### config.mk
export PLATFORM = sky130hd
export DESIGN_NAME = burst_addr_seq
export DESIGN_NICKNAME = d
export VERILOG_FILES = /design/src/rtl/burst_seq_pkg.sv /design/src/rtl/burst_step_ctr.sv /design/src/rtl/burst_base_reg.sv /design/src/rtl/burst_addr_map.sv /design/src/rtl/burst_addr_seq.sv
export SDC_FILE = /design/constraint.sdc
export NUM_CORES = 1
export LEC_CHECK = 0
export CAP_MARGIN = 30
export CORE_MARGIN = 5
export CORE_UTILIZATION = 44
export CTS_CLUSTER_SIZE = 10
export DETAILED_ROUTE_END_ITERATION = 10
export GPL_TIMING_DRIVEN = 0
export PLACE_DENSITY = 0.82
export SLEW_MARGIN = 40
export SYNTH_ARGS = -nofsm -noshare
export SYNTH_HDL_FRONTEND = slang
export SYNTH_HIERARCHICAL = 1
export SYNTH_SLANG_ARGS = --single-unit
### constraint.sdc
create_clock -name clk -period 1.4 [get_ports clk]
set_input_delay 0.21 -clock clk [delete_from_list [all_inputs] [get_ports clk]]
set_output_delay 0.21 -clock clk [all_outputs]
set_load 0.005 [all_outputs]
### src/rtl/burst_seq_pkg.sv
`timescale 1ns/1ps
package burst_seq_pkg;

  typedef enum logic {
    ORD_LINEAR = 1'b0,
    ORD_XOR    = 1'b1
  } burst_order_e;

  localparam int OFS_W_MAX = 8;

  // Linear offset: base plus step, wrapped to the group by the caller's slice.
  function automatic logic [OFS_W_MAX-1:0] ofs_linear(
      input logic [OFS_W_MAX-1:0] base_ofs,
      input logic [OFS_W_MAX-1:0] step);
    return base_ofs + step;
  endfunction

  // Interleaved offset: base XOR step, never leaves the aligned group.
  function automatic logic [OFS_W_MAX-1:0] ofs_xor(
      input logic [OFS_W_MAX-1:0] base_ofs,
      input logic [OFS_W_MAX-1:0] step);
    return base_ofs ^ step;
  endfunction

  function automatic logic [OFS_W_MAX-1:0] ofs_pick(
      input burst_order_e ord,
      input logic [OFS_W_MAX-1:0] base_ofs,
      input logic [OFS_W_MAX-1:0] step);
    return (ord == ORD_XOR) ? ofs_xor(base_ofs, step)
                            : ofs_linear(base_ofs, step);
  endfunction

endpackage

### src/rtl/burst_step_ctr.sv
`timescale 1ns/1ps
module burst_step_ctr #(
  parameter int OFS_W = 2
) (
  input  logic             clk,
  input  logic             rst_n,
  input  logic             clr,
  input  logic             inc,
  output logic [OFS_W-1:0] step_o
);

  logic [OFS_W-1:0] step_q;

  // Natural wrap of an OFS_W-bit counter gives the group wrap.
  always_ff @(posedge clk or negedge rst_n) begin
    if (!rst_n)      step_q <= '0;
    else if (clr)    step_q <= '0;
    else if (inc)    step_q <= step_q + 1'b1;
  end

  assign step_o = step_q;

endmodule

### src/rtl/burst_base_reg.sv
`timescale 1ns/1ps
module burst_base_reg #(
  parameter int ADDR_W = 18
) (
  input  logic              clk,
  input  logic              rst_n,
  input  logic              load,
  input  logic              start_ok,
  input  logic [ADDR_W-1:0] addr_in,
  output logic [ADDR_W-1:0] base_o,
  output logic              live_o
);

  logic [ADDR_W-1:0] base_q;
  logic              live_q;

  always_ff @(posedge clk or negedge rst_n) begin
    if (!rst_n) begin
      base_q <= '0;
      live_q <= 1'b0;
    end else if (load) begin
      base_q <= addr_in;
      live_q <= start_ok;
    end
  end

  assign base_o = base_q;
  assign live_o = live_q;

endmodule

### src/rtl/burst_addr_map.sv
`timescale 1ns/1ps
module burst_addr_map
  import burst_seq_pkg::*;
#(
  parameter int ADDR_W = 18,
  parameter int OFS_W  = 2
) (
  input  logic              order_sel,
  input  logic [ADDR_W-1:0] base_i,
  input  logic [OFS_W-1:0]  step_i,
  output logic [ADDR_W-1:0] addr_o
);

  logic [OFS_W_MAX-1:0] base_wide;
  logic [OFS_W_MAX-1:0] step_wide;
  logic [OFS_W_MAX-1:0] ofs_wide;
  burst_order_e         ord;

  assign ord       = burst_order_e'(order_sel);
  assign base_wide = OFS_W_MAX'(base_i[OFS_W-1:0]);
  assign step_wide = OFS_W_MAX'(step_i);
  assign ofs_wide  = ofs_pick(ord, base_wide, step_wide);

  generate
    if (ADDR_W > OFS_W) begin : g_hi
      assign addr_o = {base_i[ADDR_W-1:OFS_W], ofs_wide[OFS_W-1:0]};
    end else begin : g_lo_only
      assign addr_o = ofs_wide[OFS_W-1:0];
    end
  endgenerate

endmodule

### src/rtl/burst_addr_seq.sv
`timescale 1ns/1ps
module burst_addr_seq #(
  parameter int ADDR_W    = 18,
  parameter int BURST_LEN = 4
) (
  input  logic              clk,
  input  logic              rst_n,
  input  logic              cke_n,
  input  logic              adv_ld,
  input  logic              start_ok,
  input  logic              order_sel,
  input  logic [ADDR_W-1:0] addr_in,
  output logic [ADDR_W-1:0] addr_out,
  output logic              burst_live
);

  localparam int OFS_W = $clog2(BURST_LEN);

  logic              ld_fire;
  logic              adv_fire;
  logic [ADDR_W-1:0] base_addr;
  logic [OFS_W-1:0]  step_cnt;

  // Named events: a load on an enabled cycle, an advance inside a live burst.
  assign ld_fire  = !cke_n && !adv_ld;
  assign adv_fire = !cke_n &&  adv_ld && burst_live;

  burst_base_reg #(.ADDR_W(ADDR_W)) u_base (
    .clk      (clk),
    .rst_n    (rst_n),
    .load     (ld_fire),
    .start_ok (start_ok),
    .addr_in  (addr_in),
    .base_o   (base_addr),
    .live_o   (burst_live)
  );

  burst_step_ctr #(.OFS_W(OFS_W)) u_step (
    .clk    (clk),
    .rst_n  (rst_n),
    .clr    (ld_fire),
    .inc    (adv_fire),
    .step_o (step_cnt)
  );

  burst_addr_map #(.ADDR_W(ADDR_W), .OFS_W(OFS_W)) u_map (
    .order_sel (order_sel),
    .base_i    (base_addr),
    .step_i    (step_cnt),
    .addr_o    (addr_out)
  );

endmodule

---- Word level (Yosys, flattened, before mapping) ----
Cells that the tools add are included.
operators by class
  reduce and logical (&&, ||, !) cells .... 6
  bitwise operators ....................... 1
  mux-type cells .......................... 3
  add/sub/neg operators ................... 2
operators by type and width
  kind                 number
  $mux 2               3
  $logic_and 1x1->1    3
  $add 2x1->2 const B  1
  $add 2x2->2          1
  $logic_not 1->1      2
  $reduce_bool 2->1    1
  $xor 2x2->2          1
word-level totals
  input port bits ......................... 24
  flip-flop bits (word level) ............. 21
  logic and storage cells ................. 15
  output and inout port bits .............. 19

---- Depth between registers and ports, before layout ----
  word-level depth ........................ 5
  depth in mapped cells ................... 4
  mapped depth without buffers ............ 3

---- Modules after synthesis ----
The synthesis kept the hierarchy.
modules (own cells, without submodules)
  module          area an instance (µm²)  sequential area each (µm²)  times used  cells an instance
  burst_base_reg  758.2                   475.5                       1           40
  burst_addr_map  156.4                   0.0                         1           20
  burst_step_ctr  88.8                    50.0                        1           7
  burst_addr_seq  12.5                    0.0                         1           2

---- Worst setup path before layout ----
OpenSTA, ideal clock, no wires.
  path type ............................... in2reg
  start point ............................. in cke_n
  end point ............................... reg u_base.base_q[10] (netlist: u_base/base_o[10])
  stages .................................. 4
  path buffers ............................ 2
  path slack .............................. 0.255 ns
  setup time .............................. 0.125 ns
  arrival time ............................ 1.020 ns
  data required time ...................... 1.275 ns
  cell sequence ........................... nor2_1 > buf_6 > buf_12 > mux2_4
on the way
  longest elaborated chain between the ends .. 2
ends and longest elaborated chain
  item                  line                  text
  start, declared       burst_addr_seq.sv:8   input logic cke_n,
  $logic_not 1->1       burst_addr_seq.sv:25  assign ld_fire = !cke_n && !adv_ld;
  $logic_and 1x1->1     burst_addr_seq.sv:25
  end signal, assigned  burst_base_reg.sv:22  base_q <= addr_in;
  end, declared         burst_base_reg.sv:14  logic [ADDR_W-1:0] base_q;
No other way between the ends.
A chain may end at the register's enable or synchronous reset.

---- Worst setup path in the final report ----
  start point ............................. reg u_step.step_q[0] (netlist: u_step/step_o[0])
  end point ............................... out addr_out[1]
on the way
  longest elaborated chain between the ends .. 2
ends and longest elaborated chain
  item                    line                  text
  start, declared         burst_step_ctr.sv:12  logic [OFS_W-1:0] step_q;
  start signal, assigned  burst_step_ctr.sv:18  else if (inc) step_q <= step_q + 1'b1;
  $add 2x2->2             burst_seq_pkg.sv:15   return base_ofs + step;
  $mux 2                  burst_seq_pkg.sv:29   return (ord == ORD_XOR) ? ofs_xor(base_ofs, step)
  end, declared           burst_addr_seq.sv:13  output logic [ADDR_W-1:0] addr_out,
No other way between the ends.

==> summary.md <==
| Metric | Value |
|---|---|
| Status | complete, but fails checks |
| Failing checks | negative setup slack |
| DR WL met2 | 1020 um |
| Critical path class | reg -> out |
| Primary FF master, synth | dfrtp_1 |
| Drt wl/cell | 13.8 um |
| EDFF count, synth | 0 |
| Dpl hpwl | 1560 um |
| Worst reg-to-reg path cell count | 4 |
| Fmax | 670 MHz |
| GPL Wtd Cong | 0.713 |
| DR vias/cell | 4.48 |
| Final worst slack | -0.0922 ns |
| Synthesis-to-finish area growth | 49.3% |
| Slew @ Worst Pin | 0.452 ns |
| R2r startpoint | u_step/step_o[0] |
| PortBufs | 42 |
| Remaining global-route overflow | 0 |
| Placed Instances | 139 |
| Met3 WL | 212 um |
| Nets | 146 |
| Max clock buf depth | 2 |
| Top Ports | 43 |
| Design area | 0.00152 sq mm |
| H-tree Lvls | 1 |
| Clock Latency Late Sink | 0.29 ns |
| Ant. Diodes | 0 |
| Min cycle time layout | 1.49 ns |
| Max Used Layer | met3 |
| Vias in the first global route | 752 |
| Yosys warns | 6 |
| Seq. cell area | 526 sq um |
| Crit path DAT | 1.28 ns |
| Count of final hold-check violations | 0 |
| WP data required | 1.19 ns |
| Most frequent cell after synthesis | dfrtp_1 |
| Final setup fails | 1 |
| Initial Util | 45.9% |
| Post-Syn Area | 0.00102 sq mm |
| Global-route wire length before repair | 3480 um |
| Met1 WL | 802 um |
| Largest net degree at the start of global routing | 22 |
| Worst vdd ir | 0.848 mV |
| Die X | 58.1 um |
| Hold WC Path Type | in -> async |
| Ys async rst share | 100% |
| FF-to-FF End | u_step/step_o[1] |
| Flops & latches, synth | 21 |
| Router iterations before antenna repair | 2 |
| Die H | 58.1 um |
| Most frequent cells after synthesis | dfrtp_1, buf_4, mux2_4 |
| Ratio of cells with drive above 1 in the final layout | 42.5% |
| LEAKAGE | 0.722 nW |
| Synth top area share | 51.7% |
| R2R setup slack | 0.37 ns |
| Pwr Density | 1030 mW/mm^2 |
| Routed Antenna Nets | 0 |
| Syn avg cell area | 14.7 sq um |
| DRT iter0 DRCs | 2 |
| Syn nets | 94 |
| Crit. Startpoint | u_step/step_o[0] |
| Setup_tns | -0.0922 ns |
| Clk sinks | 21 |
| Vias | 663 |
| Placed Instance Area | 0.00147 sq mm |
| Core area | 0.00221 sq mm |
| Initial antenna violation count | 0 |
| Relative slew slack | 69.9% |
| Crit start category | flop |
| Routed WL | 2040 um |
| Mapped Cells | 69 |
| Row count | 17 |
| Crit path to | addr_out[1] |
| Clock buffer count from CTS | 3 |
| DRC | 0 |
| Synth top area cells | dfrtp_1, mux2_4, buf_4, mux2_2, xnor2_1 |
| Worst Path Max Fanout | 2 |
| MaxCap Viol Count | 0 |
| Total track usage | 12.9% |
| Multi-input gate area | 349 sq um |
| FILL cells | 184 |
| Synth cell types | 14 |
| TritonCTS clock tree | done |
| Crit. End Element | output pin |
| Fin crit share | 107% |
| Slew Viols, Final | 0 |
| Clock edge transition at the registers on the reported setup and hold paths | 0.13 ns |
| Sequential area share after synthesis | 51.7% |
| Synth area leader | dfrtp_1 |
| Fin util | 68.6% |
| CTS Root Cell | clkbuf_4 |
| Pre-CTS WS | -0.259 ns |
| Post-route insts no fill | 148 |
| RSZ-0062 raised after global routing | true |
| Clock skew | 0.000880 ns |
| Area of the die | 0.00337 sq mm |
worst max-delay path, stage by stage, from the launching register on:
cell and delay, ns:
dfrtp_1 0.42, ha_2 0.18, nor2b_4 0.12, xnor2_1 0.14, buf_2 0.13
worst min-delay path by stage:
stage	cells after the start	to	slack [ns]	from
2_1_floorplan	0	u_base/base_o[0]	-0.09	rst_n
3_3_place_gp	1	u_base/base_o[2]	0.49	u_base/base_o[2]
3_5_place_dp	1	u_base/base_o[2]	0.19	rst_n
4_1_cts	2	u_base/base_o[0]	0.40	rst_n
5_1_grt	2	u_base/base_o[13]	0.44	rst_n
6_report	2	u_base/base_o[7]	0.37	rst_n
power breakdown:
part           internal, mW  switching [mW]
registers             0.697          0.0538
logic                 0.377           0.152
clock network         0.106           0.176
logic make-up (layout without fill, tap and decap cells):
group | after synthesis | count (layout) | synth area share [%]
buf+inv | 18 | 69 | 14.9
simple gates | 5 | 5 | 2.96
flops | 21 | 21 | 51.7
compound gates | 2 | 2 | 1.85
mux | 19 | 19 | 24.8
fa+ha+maj | 1 | 1 | 1.23
xor+xnor | 3 | 3 | 2.59
through the flow:
step	hold slack, ns	power [mW]
after floorplan	-0.0856	1.03
after global placement	0.491	1.31
after detailed placement	0.190	1.33
after CTS	0.402	1.56
after global routing	0.444	1.66
final	0.375	1.56
registers in the layout, indices dropped and copies added, names as in the netlist:
signal         count
u_base/base_o     18
u_base/live_o      1
u_step/step_o      2
per-layer routing:
metal,track usage [%],vias up
li1,-,318
met2,22.6,31
met5,0,-
met1,15.6,314
met4,0,0
met3,5.57,0
cell usage in the layout, fill, tap and decap left out, types with 2 or more instances in the layout:
master           instances
mux2_4                  10
mux2_2                   9
buf_2                    3
clkdlybuf4s50_1         22
nor2_1                   2
xnor2_1                  3
clkbuf_4                 3
buf_4                   20
dlygate4sd2_1           16
dfrtp_1                 21
area by class of cell:
class / instances / share of cell area, %
clock inverter: 1 / 0.330
tap: 28 / 2.31
sequential: 21 / 34.7
clock buffer: 3 / 1.49
multi-input combinational: 30 / 23.0
buffer: 18 / 9.98
timing repair buffer: 47 / 28.2
repair_timing:
| action | in CTS | in global routing |
|---|---|---|
| hold buffers | 1 | 0 |
| endpoints found under the setup margin | 18 | 2 |
| pin swaps | 1 | 2 |
| gates resized for setup | 24 | 4 |
| setup buffers | 2 | 2 |
| cloned | 0 | 0 |
| endpoints found under the hold margin | 21 | 0 |
(Power assumes the default switching activity.)
